`src/rtl/arm_pkg.sv`:
```
// Package: shared types for the attribute region matcher.
// Assumes exactly two regions plus a default, as the fixed priority requires.
package arm_pkg;
    localparam int CMP_W = 8;
    localparam int CFG_W = 2 * CMP_W + 4;

    typedef struct packed {
        logic wprot;
        logic imprecise;
        logic cacheable;
    } attr_t;

    localparam logic [1:0] SRC_DFLT = 2'd0;
    localparam logic [1:0] SRC_R0   = 2'd1;
    localparam logic [1:0] SRC_R1   = 2'd2;
endpackage

```
`src/rtl/arm_region_reg.sv`:
```
// Module: arm_region_reg
// Holds the configuration of one region: base, mask, enable and attributes.
// Assumes the write strobe is already qualified by the register select.
module arm_region_reg
    import arm_pkg::*;
#(
    parameter int W = CMP_W
) (
    input  logic             clk,
    input  logic             rst_n,
    input  logic             wr_en,
    input  logic [2*W+3:0]   wdata,
    output logic [W-1:0]     base,
    output logic [W-1:0]     mask,
    output logic             en,
    output attr_t            attr
);
    localparam int EN_BIT = 2 * W;

    // Store a new configuration on a write; reset clears enable and attributes.
    always_ff @(posedge clk) begin
        if (!rst_n) begin
            base <= '0;
            mask <= '0;
            en   <= 1'b0;
            attr <= '0;
        end else if (wr_en) begin
            base <= wdata[W-1:0];
            mask <= wdata[2*W-1:W];
            en   <= wdata[EN_BIT];
            attr <= attr_t'(wdata[EN_BIT+3:EN_BIT+1]);
        end
    end
endmodule

```
`src/rtl/arm_region_cmp.sv`:
```
// Module: arm_region_cmp
// Masked compare of the address bits against one region's base.
// Assumes mask bits set to 1 are "don't care".
module arm_region_cmp #(
    parameter int W = 8
) (
    input  logic [W-1:0] addr,
    input  logic [W-1:0] base,
    input  logic [W-1:0] mask,
    input  logic         en,
    output logic         hit
);
    // A hit needs the region enabled and no difference in the unmasked bits.
    always_comb begin
        hit = en && (((addr ^ base) & ~mask) == '0);
    end
endmodule

```
`src/rtl/arm_attr_select.sv`:
```
// Module: arm_attr_select
// Fixed-priority choice: region 0, then region 1, then the default.
// Assumes the hit inputs come from independent compares.
module arm_attr_select
    import arm_pkg::*;
(
    input  logic [1:0] hit,
    input  attr_t      attr0,
    input  attr_t      attr1,
    input  attr_t      dflt,
    output attr_t      attr,
    output logic [1:0] src
);
    // Pick the winning attribute set and report where it came from.
    always_comb begin
        if (hit[0]) begin
            attr = attr0;
            src  = SRC_R0;
        end else if (hit[1]) begin
            attr = attr1;
            src  = SRC_R1;
        end else begin
            attr = dflt;
            src  = SRC_DFLT;
        end
    end
endmodule

```
`src/rtl/attr_region_matcher.sv`:
```
// Module: attr_region_matcher
// Gives each memory reference its effective attributes from two masked
// regions and a default, and blocks writes that resolve to write-protected.
// Assumes inputs change away from the rising clock edge.
module attr_region_matcher
    import arm_pkg::*;
#(
    parameter int W    = CMP_W,
    parameter int NREG = 2
) (
    input  logic             clk,
    input  logic             rst_n,
    input  logic             cfg_we,
    input  logic [1:0]       cfg_sel,
    input  logic [2*W+3:0]   cfg_wdata,
    input  logic             req_valid,
    input  logic             req_write,
    input  logic [W-1:0]     req_addr_hi,
    output logic             attr_cacheable,
    output logic             attr_imprecise,
    output logic             attr_wprot,
    output logic [1:0]       attr_src,
    output logic             req_fwd,
    output logic             prot_err
);
    localparam int ATTR_LSB = 2 * W + 1;
    localparam logic [1:0] SEL_DFLT = 2'd2;

    logic [W-1:0]    r_base [NREG];
    logic [W-1:0]    r_mask [NREG];
    logic [NREG-1:0] r_en;
    attr_t           r_attr [NREG];
    logic [NREG-1:0] r_hit;
    attr_t           dflt_q;
    attr_t           eff;

    // One register and one comparator per region.
    for (genvar g = 0; g < NREG; g++) begin : g_region
        arm_region_reg #(.W(W)) u_reg (
            .clk   (clk),
            .rst_n (rst_n),
            .wr_en (cfg_we && (cfg_sel == 2'(g))),
            .wdata (cfg_wdata),
            .base  (r_base[g]),
            .mask  (r_mask[g]),
            .en    (r_en[g]),
            .attr  (r_attr[g])
        );
        arm_region_cmp #(.W(W)) u_cmp (
            .addr (req_addr_hi),
            .base (r_base[g]),
            .mask (r_mask[g]),
            .en   (r_en[g]),
            .hit  (r_hit[g])
        );
    end

    // Default attribute register; reset gives noncacheable, precise, unprotected.
    always_ff @(posedge clk) begin
        if (!rst_n) begin
            dflt_q <= '0;
        end else if (cfg_we && cfg_sel == SEL_DFLT) begin
            dflt_q <= attr_t'(cfg_wdata[ATTR_LSB+2:ATTR_LSB]);
        end
    end

    arm_attr_select u_sel (
        .hit   (r_hit),
        .attr0 (r_attr[0]),
        .attr1 (r_attr[1]),
        .dflt  (dflt_q),
        .attr  (eff),
        .src   (attr_src)
    );

    // Drive the attribute outputs and the write-protect gate.
    always_comb begin
        attr_cacheable = eff.cacheable;
        attr_imprecise = eff.imprecise;
        attr_wprot     = eff.wprot;
        prot_err       = req_valid && req_write && eff.wprot;
        req_fwd        = req_valid && !prot_err;
    end

    AST_R0_PRIORITY: assert property (@(posedge clk) disable iff (!rst_n)
        r_hit[0] |-> (attr_src == SRC_R0 && eff == r_attr[0]));
    AST_R1_FALLBACK: assert property (@(posedge clk) disable iff (!rst_n)
        (!r_hit[0] && r_hit[1]) |-> (attr_src == SRC_R1 && eff == r_attr[1]));
    AST_DISABLED_SILENT: assert property (@(posedge clk) disable iff (!rst_n)
        !r_en[0] |-> attr_src != SRC_R0);
    AST_DEFAULT_USED: assert property (@(posedge clk) disable iff (!rst_n)
        (r_hit == '0) |-> (attr_src == SRC_DFLT && eff == dflt_q));
    AST_SRC_LEGAL: assert property (@(posedge clk) disable iff (!rst_n)
        attr_src != 2'd3);
    AST_PROT_BLOCK: assert property (@(posedge clk) disable iff (!rst_n)
        prot_err |-> (!req_fwd && attr_wprot && req_write));
    AST_SEL3_NOP: assert property (@(posedge clk) disable iff (!rst_n)
        (cfg_we && cfg_sel == 2'd3) |=> ($stable(dflt_q) && $stable(r_en)));
endmodule

```
`config.mk`:
```
export PLATFORM = sky130hd
export DESIGN_NAME = attr_region_matcher
export DESIGN_NICKNAME = d
export VERILOG_FILES = /design/src/rtl/arm_pkg.sv /design/src/rtl/arm_region_reg.sv /design/src/rtl/arm_region_cmp.sv /design/src/rtl/arm_attr_select.sv /design/src/rtl/attr_region_matcher.sv
export SDC_FILE = /design/constraint.sdc
export NUM_CORES = 1
export LEC_CHECK = 0
export BUFFER_PORTS_ARGS = -buffer_cell sky130_fd_sc_hd__buf_2
export CELL_PAD_IN_SITES_DETAIL_PLACEMENT = 2
export CELL_PAD_IN_SITES_GLOBAL_PLACEMENT = 2
export CORE_MARGIN = 4
export CORE_UTILIZATION = 33
export DETAILED_ROUTE_END_ITERATION = 10
export GPL_ROUTABILITY_DRIVEN = 0
export PLACE_DENSITY_LB_ADDON = 0.1
export SLEW_MARGIN = 0
export SYNTH_ARGS = -nofsm -noshare
export SYNTH_HDL_FRONTEND = slang
export SYNTH_SLANG_ARGS = --single-unit
```
`constraint.sdc`:
```
create_clock -name clk -period 5.21 [get_ports clk]
set_clock_uncertainty 0.05 [all_clocks]
set_input_delay 1.042 -clock clk [delete_from_list [all_inputs] [get_ports clk]]
set_output_delay 1.042 -clock clk [all_outputs]
set_load 0.005 [all_outputs]
```
==> run summary, run 1 <==
status - finished clean
DRT antenna net count - 0
fillers - 667
total track usage - 15.7%
gr ovfl total - 0
Worst-Margin Slew - 0.869 ns
worst-case clock buffer depth - 2
total die area - 0.00718 mm^2
hold_buf cts - 0
fmax - 0.268 GHz
H-tree levels - 2
Die Wd - 84.7 um
DRC viols - 0
post-route design area - 0.00228 mm^2
Yosys warning count - 0
detailed-placement wirelength estimate - 3.80 mm
initial cell density of the core - 34.6%
setup bufs post-CTS - 0
area post-placement - 0.00220 mm^2
CTS Root Cell - clkbuf_8
CP Class - input port to primary output
IO Pins - 42
min Tclk post-route - 3.73 ns
leakage dissipation - 0.881 nW
WP data arrival - 2.64 ns
R2R setup slack - 4.46 ns
Worst-Skew Late Latency - 0.29 ns
Iter 0 DRT Violations - 57
RR Endpoint - g_region[1].u_reg.base[1]
synthesized area - 0.00194 mm^2
TritonCTS clock tree - done
#FFs+latches synth - 43
vias in the first global route - 1793
crit path to - req_fwd
Final Cycle Share - 71.6%
Worst slew margin - 41.9%
synth top area cells - dfxtp_1, nand2_1, a21boi_0
CP Launch Type - input port
wire per inst - 15.3 um
RSZ-0062 raised after global routing - no
Inserted Diodes - 0
FP Rows - 27
post-cts sizing count - 0
P per Cell Area - 274 mW/mm^2
top-area cell type share of the netlist area - 44.3%
fin worst setup slack - 1.48 ns
core area - 0.00561 mm^2
Place WS - 1.48 ns
synthesis-to-layout area growth - 17.3%
Mapped Nets - 270
Worst IR Drop VDD - 0.141 mV
pin count of the biggest net entering global routing - 44
reg2reg start - g_region[1].u_reg.base[1]
CTS Sinks - 43
CTS clk-pin slew, worst paths - 0.08 ns
layout cells sized above 1 - 19.5%
Hold Crit Class - flip-flop to flip-flop
DRT Pass-1 Iters - 4
final wirelength - 5.28 mm
final net count - 306
Fin Setup TNS - 0 ns
count of cell types in the netlist - 26
initial antenna violation count - 0
Max-cap violations - 0
vias per cell - 4.84
crit-path max FO - 4
sequential share of the synthesized area - 44.3%
Worst Setup SP - req_addr_hi[2]
Final Hold Fails - 0
mean post-synth cell area - 8.26 um^2
fin. max-slew vios - 0
post-synthesis cell count - 235
CTS Buf Count - 5
largest area contributor in the synthesized netlist - dfxtp_1
hold path cells - 2
first-pass GRT wire length - 8.91 mm
total vias in the final route - 1666
CP Capture Type - primary output
final number of setup-violating endpoints - 0
reg2reg path depth - 2
Die H - 84.7 um
worst path required time - 4.12 ns
number of port buffers - 41
==> metrics by stage <==
stage	util (%)	power (W)	instances	hold WS, ns
finish	40.6	0.000624	344	0.420
global route	40.6	0.000662	344	0.457
detailed placement	39.2	0.000426	336	0.410
global placement	39.2	0.000424	336	0.400
CTS	40.6	0.000633	344	0.427
floorplan	-	0.000393	235	0.388
==> metal layers <==
| metal | part of all wire (%) | vias up | global-route usage [%] |
|---|---|---|---|
| met4 | 0.81 | 0 | 3.88 |
| li1 | - | 842 | - |
| met5 | 0 | - | 0 |
| met2 | 51 | 23 | 26.9 |
| met1 | 45 | 797 | 20.0 |
| met3 | 3.1 | 4 | 3.24 |
==> Yosys cell counts <==
cell and instances:
and3b_1 1, nand3b_1 2, o22ai_1 6, buf_4 1, nor3b_1 1, a21boi_0 40, nor3_2 1, clkbuf_1 12
nand2b_1 2, nor2_1 7, o211a_1 1, dfxtp_1 43, nor3b_2 1, or3b_2 1, o21a_1 1, mux2i_1 5
xor2_1 2, a41o_1 1, nor2b_1 3, nand4_2 1, o21ai_0 2, nor3_1 1, a21oi_1 2, nand2_1 81
inv_1 3, xnor2_1 14
==> final cells by class <==
type	count	area, um^2	share of cell area [%]
multi-input combinational	176	1020	44.9
clock inverter	1	5.00	0.220
tap	72	90.1	3.95
clock buffer	7	76.3	3.35
inverter	3	11.3	0.494
timing repair buffer	42	213	9.34
sequential	43	861	37.8
==> power breakdown <==
part | total [W] | internal (W) | leakage [nW] | switching (W)
logic | 0.0000709 | 0.0000326 | 0.490 | 0.0000382
registers | 0.000346 | 0.000339 | 0.349 | 0.00000650
clock network | 0.000207 | 0.0000943 | 0.0422 | 0.000113
total | 0.000624 | 0.000466 | 0.881 | 0.000157
==> registers in the layout (all words and copies together) (netlist names) <==
register,count
g_region.u_reg.en,2
g_region.u_reg.base,16
dflt_q,3
g_region.u_reg.mask,16
g_region.u_reg.attr,6
==> kinds of logic (layout without fill, tap and decap cells) <==
| family | count (synthesis) | after routing | synth area share (%) |
|---|---|---|---|
| muxes | 5 | 5 | 2.58 |
| DFF | 43 | 43 | 44.3 |
| and+or+nand+nor | 102 | 102 | 22.7 |
| buffers and inverters | 16 | 53 | 3.29 |
| AOI/OAI and AO/OA | 53 | 53 | 19.8 |
| xor gates and xnor gates | 16 | 16 | 7.22 |
==> worst max-delay path: stages <==
cell and delay [ns]:
buf_2 0.12, xnor2_1 0.25, o22ai_1 0.15, nor3_2 0.24, nand4_2 0.23, o211a_1 0.30, o21a_1 0.19, buf_2 0.12
==> worst min path at each step <==
stage / startpoint / endpoint
after floorplan: g_region[1].u_reg.mask[0] / g_region[1].u_reg.mask[0]
after global placement: g_region[0].u_reg.mask[4] / g_region[0].u_reg.mask[4]
after detailed placement: g_region[1].u_reg.mask[0] / g_region[1].u_reg.mask[0]
after CTS: g_region[0].u_reg.attr[0] / g_region[0].u_reg.attr[0]
after global routing: g_region[0].u_reg.mask[0] / g_region[0].u_reg.mask[0]
final: g_region[1].u_reg.mask[6] / g_region[1].u_reg.mask[6]
==> cells in the final DEF, fill, tap and decap left out <==
cell,count
nand2b_1,2
clkbuf_8,5
o21ai_0,2
o22ai_1,6
nand2_1,81
nand3b_1,2
a41o_1,1
or3b_2,1
and3b_1,1
inv_1,3
nor2b_1,3
xor2_1,2
a21boi_0,40
nor3_1,1
buf_4,1
xnor2_1,14
nor2_1,7
clkinv_2,1
nor3b_2,2
o211a_1,1
buf_2,41
a21oi_1,2
clkbuf_1,2
nor3_2,1
nand4_2,1
o21a_1,1
mux2i_1,5
dfxtp_1,43
No activity file was read; power rests on OpenSTA's default activity.
==> run 2, diff against run 1 <==
Settings changed: CORE_UTILIZATION 33 to 28.
Clock period 5.21 ns to 3.05 ns, I/O delays scaled along.
==> run 2 against run 1 <==
  * Utilization fell by 6.4 points
  * Critical path depth did not move
  * Worst setup slack got worse by 1.2 ns
  * Critical path type unchanged
  * Critical endpoint is now prot_err
==> run summary, run 2 (same netlist as run 1, synthesis figures left out) <==
total track usage - 13.9% (-1.7 points)
CP max stage delay - 0.30 ns (about the same)
synthesis-to-layout area growth - 19.2%
number of port buffers - 41 (unchanged)
RR Endpoint - g_region[0].u_reg.attr[1]
first-pass GRT wire length - 9.03 mm (+1.4%)
FP Rows - 30 (+11%)
hold path start - g_region[1].u_reg.mask[0]
DRT antenna net count - 0 (unchanged)
reg2reg start - g_region[0].u_reg.attr[1]
pin count of the biggest net entering global routing - 44 (unchanged)
DR WL met2 - 2.75 mm (+2.7%)
hold path cells - 2 (unchanged)
TritonCTS clock tree - done
Die H - 91.3 um (+7.7%)
CTS Root Cell - clkbuf_8
most frequent CP cell - buf_2
Worst IR Drop VDD - 0.151 mV (+6.8%)
CP Class - input port to primary output
Fin Setup TNS - 0 ns (unchanged)
Worst slew margin - 54.4% (+13 points)
DRC viols - 0 (unchanged)
leakage dissipation - 0.894 nW (+1.4%)
final wirelength - 5.57 mm (+5.5%)
Crit path max-delay family - simple AND/OR/NAND/NOR gates
Worst-Skew Late Latency - 0.30 ns (about the same)
fin. max-slew vios - 0 (unchanged)
Buffers & Inverters on Critical Path - 2 (unchanged)
core area - 0.00676 mm^2 (+20%)
most common cell after layout, fill and taps aside - nand2_1
H-tree levels - 2 (unchanged)
CTS Buf Count - 5 (unchanged)
commonest non-fill, non-tap cells in the layout - nand2_1, dfxtp_1, buf_2, a21boi_0, xnor2_1
met3 routed WL - 223 um (+34%)
fmax - 0.367 GHz
Sequential Power Share - 54.7% (-0.8 points)
Layout Utilization - 34.3% (-6.4 points)
post-route design area - 0.00231 mm^2 (+1.6%)
DRT Pass-1 Iters - 4 (unchanged)
Psw - 0.000282 W (+79%)
gr ovfl total - 0 (unchanged)
Max-cap violations - 0 (unchanged)
min Tclk post-route - 2.72 ns
Combinational Power Share - 11.6% (+0.2 points)
final net count - 309 (+0.98%)
final number of setup-violating endpoints - 0 (unchanged)
wire per inst - 15.7 um (+2.3%)
hold_buf cts - 0 (unchanged)
M1 WL - 2.52 mm (+5.4%)
initial antenna violation count - 0 (unchanged)
Inserted Diodes - 0 (unchanged)
Critical Path Slowest Stage Cell - o211a_1
fin worst setup slack - 0.328 ns (-1.15 ns)
vias per cell - 4.78 (-1.3%)
status - finished clean
P per Cell Area - 466 mW/mm^2 (+70%)
setup bufs post-CTS - 0 (unchanged)
Die Wd - 91.3 um (+7.7%)
CTS Sinks - 43 (unchanged)
Largest regs - g_region.u_reg.base: 16 flops, g_region.u_reg.mask: 16 flops, g_region.u_reg.attr: 6 flops
WP data arrival - 2.06 ns (-0.58 ns)
Hold Crit Class - flip-flop to flip-flop
R2R setup slack - 2.30 ns (-2.16 ns)
total die area - 0.00833 mm^2 (+16%)
Worst-Margin Slew - 0.684 ns (-0.185 ns)
crit-path max FO - 4 (unchanged)
RSZ-0062 raised after global routing - no
CP Launch Type - input port
switching share of power - 26.1% (+0.90 points)
Iter 0 DRT Violations - 33 (-42%)
DR top layer - met4
Final Hold Fails - 0 (unchanged)
detailed-placement wirelength estimate - 3.81 mm (about the same)
worst path required time - 2.39 ns (-1.73 ns)
P_int - 0.000797 W (+71%)
reg2reg path depth - 2 (unchanged)
Place WS - 0.284 ns (-1.20 ns)
power share of the clock group - 33.7% (+0.5 points)
initial cell density of the core - 28.7% (-5.9 points)
Worst Hold End - g_region[1].u_reg.mask[0]
total vias in the final route - 1697 (+1.9%)
CP Capture Type - primary output
area post-placement - 0.00223 mm^2 (+1.5%)
Final Cycle Share - 89.3%
layout cells sized above 1 - 20.7% (+1.2 points)
IO Pins - 42 (unchanged)
CTS clk-pin slew, worst paths - 0.09 ns (about the same)
CP cell instances - buf_2 -> xnor2_1 -> o22ai_1 -> nor3_2 -> nand4_2 -> o211a_1 -> nor3b_2 -> buf_2
worst-case clock buffer depth - 2 (unchanged)
vias in the first global route - 1789 (-0.22%)
post-cts sizing count - 0 (unchanged)
run 2: layout make-up:
| cell class | instances | area (um^2) |
|---|---|---|
| timing repair buffer | 45 | 235 |
| multi-input combinational | 176 | 1020 |
| clock inverter | 2 | 12.5 |
| fill | 824 | 4440 |
| inverter | 3 | 11.3 |
| clock buffer | 6 | 72.6 |
| sequential | 43 | 861 |
| tap | 80 | 100 |
run 2: per-stage QoR:
step                total power [W]  hold WS (ns)  std cells
floorplan                  0.000671         0.388        235
CTS                         0.00110         0.420        355
global placement           0.000729         0.401        347
detailed placement         0.000732         0.407        347
global route                0.00114         0.448        355
finish                      0.00108         0.416        355
run 2: worst register-to-register path, stage by stage, from the launching register on:
cell and delay (ns):
dfxtp_1 0.34, nand2_1 0.06, a21boi_0 0.23
run 2: power groups by stage:
stage	registers, W	clock network (W)	logic, W
global placement	0.000603	0	0.000126
detailed placement	0.000604	0	0.000128
CTS	0.000591	0.000383	0.000130
global route	0.000593	0.000400	0.000142
finish	0.000590	0.000363	0.000126
floorplan	0.000601	0	0.0000698
run 2: worst max path at each step:
stage	from	end	slack, ns	cells after the start
after floorplan	req_addr_hi[2]	req_fwd	0.72	6
after global placement	req_addr_hi[7]	req_fwd	0.33	8
after detailed placement	req_addr_hi[4]	prot_err	0.28	8
after CTS	req_addr_hi[4]	prot_err	0.27	8
after global routing	req_addr_hi[4]	prot_err	0.17	8
final	req_addr_hi[4]	prot_err	0.33	8
run 2: routing by layer:
metal / global-route usage [%] / up-vias
met4: 4.52 / 0
met5: 0 / -
met2: 24.3 / 30
li1: - / 846
met1: 16.6 / 813
met3: 3.56 / 8
==> run 3, diff against run 2 <==
Settings changed: CORE_MARGIN 4 to default.
==> run 3 against run 2 <==
  * Worst setup slack worse by 0.049 ns
  * Sequential share of layout area is 0.34 points lower
  * Final area is 0.92% higher
  * Die area is 13% lower
  * Combinational power hardly changed
  * Clock-buffer cell count stayed put
  * Hold slack better by 0.0039 ns
  * First-iteration DRC count is 45% higher
  * Utilization is 1.5 points higher
  * Global-route usage is 1.5 points higher
  * Clock power is 28% higher
  * Final cell count is 1.1% lower
  * Largest power group unchanged
  * Highest routed layer unchanged
==> run summary, run 3 (same netlist as run 1, synthesis figures left out) <==
Worst-Skew Late Latency - 0.29 ns (about the same)
final net count - 308 (-0.32%)
DRT Pass-1 Iters - 2 (-2)
R2R setup slack - 2.30 ns (about the same)
CTS clk-pin slew, worst paths - 0.08 ns (about the same)
Inserted Diodes - 0 (unchanged)
worst-case clock buffer depth - 2 (unchanged)
IO Pins - 42 (unchanged)
Worst slew margin - 55.3% (+0.86 points)
min Tclk post-route - 2.77 ns (+0.0494 ns)
multi-input logic area - 0.00102 mm^2 (unchanged)
P per Cell Area - 505 mW/mm^2 (+8.3%)
initial antenna violation count - 0 (unchanged)
vias per cell - 4.79 (+0.19%)
setup bufs post-CTS - 0 (unchanged)
Hold Crit Class - flip-flop to flip-flop
Final Hold Fails - 0 (unchanged)
FP Rows - 29 (-3.3%)
Iter 0 DRT Violations - 48 (+45%)
CP Class - input port to primary output
Largest regs - g_region.u_reg.base: 16 flops, g_region.u_reg.mask: 16 flops, g_region.u_reg.attr: 6 flops
wire per inst - 14.8 um (-5.9%)
CP Launch Type - input port
most frequent CP cell - buf_2
gr ovfl total - 0 (unchanged)
initial cell density of the core - 29.7% (+0.99 points)
most common cell after layout, fill and taps aside - nand2_1
post-cts sizing count - 0 (unchanged)
CP max stage delay - 0.30 ns (about the same)
CTS Buf Count - 5 (unchanged)
TritonCTS clock tree - done
core area - 0.00653 mm^2 (-3.3%)
total track usage - 15.5% (+1.5 points)
Max-cap violations - 0 (unchanged)
CTS Sinks - 43 (unchanged)
fmax - 0.361 GHz (-1.8%)
pin count of the biggest net entering global routing - 44 (unchanged)
detailed-placement wirelength estimate - 3.54 mm (-7.1%)
Die Wd - 85.3 um (-6.6%)
total vias in the final route - 1681 (-0.94%)
WP data arrival - 2.11 ns (+0.05 ns)
CP cell instances - buf_2 -> xnor2_1 -> o22ai_1 -> nor3_2 -> nand4_2 -> o211a_1 -> o21a_1 -> buf_2
Fin Setup TNS - 0 ns (unchanged)
CP Capture Type - primary output
final wirelength - 5.18 mm (-7.0%)
DRC viols - 0 (unchanged)
CTS Root Cell - clkbuf_8
leakage dissipation - 0.910 nW (+1.8%)
register area - 861 um^2 (unchanged)
Final Cycle Share - 90.9% (+1.6 points)
total die area - 0.00727 mm^2 (-13%)
fillers - 773 (-6.2%)
layout cells sized above 1 - 20.8% (+0.076 points)
number of port buffers - 41 (unchanged)
status - finished clean
Layout Utilization - 35.8% (+1.5 points)
fin. max-slew vios - 0 (unchanged)
H-tree levels - 2 (unchanged)
vias in the first global route - 1757 (-1.8%)
Worst-Margin Slew - 0.671 ns (-0.0129 ns)
worst path required time - 2.39 ns (about the same)
RSZ-0062 raised after global routing - no
commonest non-fill, non-tap cells in the layout - nand2_1, dfxtp_1, buf_2, a21boi_0, xnor2_1
hold_buf cts - 0 (unchanged)
Die H - 85.3 um (-6.6%)
first-pass GRT wire length - 8.66 mm (-4.1%)
DRT antenna net count - 0 (unchanged)
final number of setup-violating endpoints - 0 (unchanged)
synthesis-to-layout area growth - 20.3%
Worst IR Drop VDD - 0.215 mV (+42%)
crit-path max FO - 4 (unchanged)
Critical Path Slowest Stage Cell - o211a_1
run 3: cell types whose count changed in the layout (fill, tap and decap cells not counted), sizes merged:
| cell | delta |
|---|---|
| clkinvlp | -1 |
| bufinv | +1 |
| buf | -1 |
run 3: routing by layer:
layer,wire (um),part of all wire [%],track usage [%]
met1,2430,47,18.8
met2,2570,50,28.4
met3,145,2.8,2.63
met4,29,0.56,3.64
met5,0,0,0
run 3: worst paths after layout:
| kind | startpoint | to | depth (start not counted) |
|---|---|---|---|
| max | req_addr_hi[2] | req_fwd | 8 |
| min | g_region[0].u_reg.mask[3] | g_region[0].u_reg.mask[3] | 2 |
| max reg2reg | g_region[0].u_reg.mask[4] | g_region[0].u_reg.mask[4] | 2 |
| min reg2reg | g_region[0].u_reg.mask[3] | g_region[0].u_reg.mask[3] | 2 |
run 3: cell type report:
cell class	count	share of cell area [%]
sequential	43	36.9
timing repair buffer	44	9.75
clock inverter	2	1.50
clock buffer	6	3.54
multi-input combinational	176	43.8
inverter	3	0.482
tap	77	4.12
run 3: power by group:
| part | total [W] | internal, W | switching, W | leakage (nW) |
|---|---|---|---|---|
| clock | 0.000466 | 0.000265 | 0.000201 | 0.0612 |
| combinational | 0.000123 | 0.0000570 | 0.0000664 | 0.499 |
| sequential | 0.000590 | 0.000580 | 0.0000106 | 0.349 |
| total | 0.00118 | 0.000902 | 0.000278 | 0.910 |
run 3: metrics by stage:
| stage | instance area [um^2] | cells | worst slack (ns) | power, W | hold WS [ns] |
|---|---|---|---|---|---|
| 2_1_floorplan | 1940 | 235 | 0.719 | 0.000671 | 0.388 |
| 3_5_place_dp | 2220 | 343 | 0.277 | 0.000731 | 0.412 |
| 5_1_grt | 2340 | 351 | 0.104 | 0.00124 | 0.441 |
| 6_report | 2340 | 351 | 0.278 | 0.00118 | 0.420 |
| 3_3_place_gp | 2220 | 343 | 0.301 | 0.000729 | 0.405 |
| 4_1_cts | 2340 | 351 | 0.240 | 0.00121 | 0.426 |
run 3: worst max-delay path: cells and delay by family:
| kind | cells | cell delay, ns |
|---|---|---|
| and+or+nand+nor | 2 | 0.47 |
| AOI/OAI and AO/OA | 3 | 0.61 |
| buffers and inverters | 2 | 0.25 |
| xor gates and xnor gates | 1 | 0.17 |
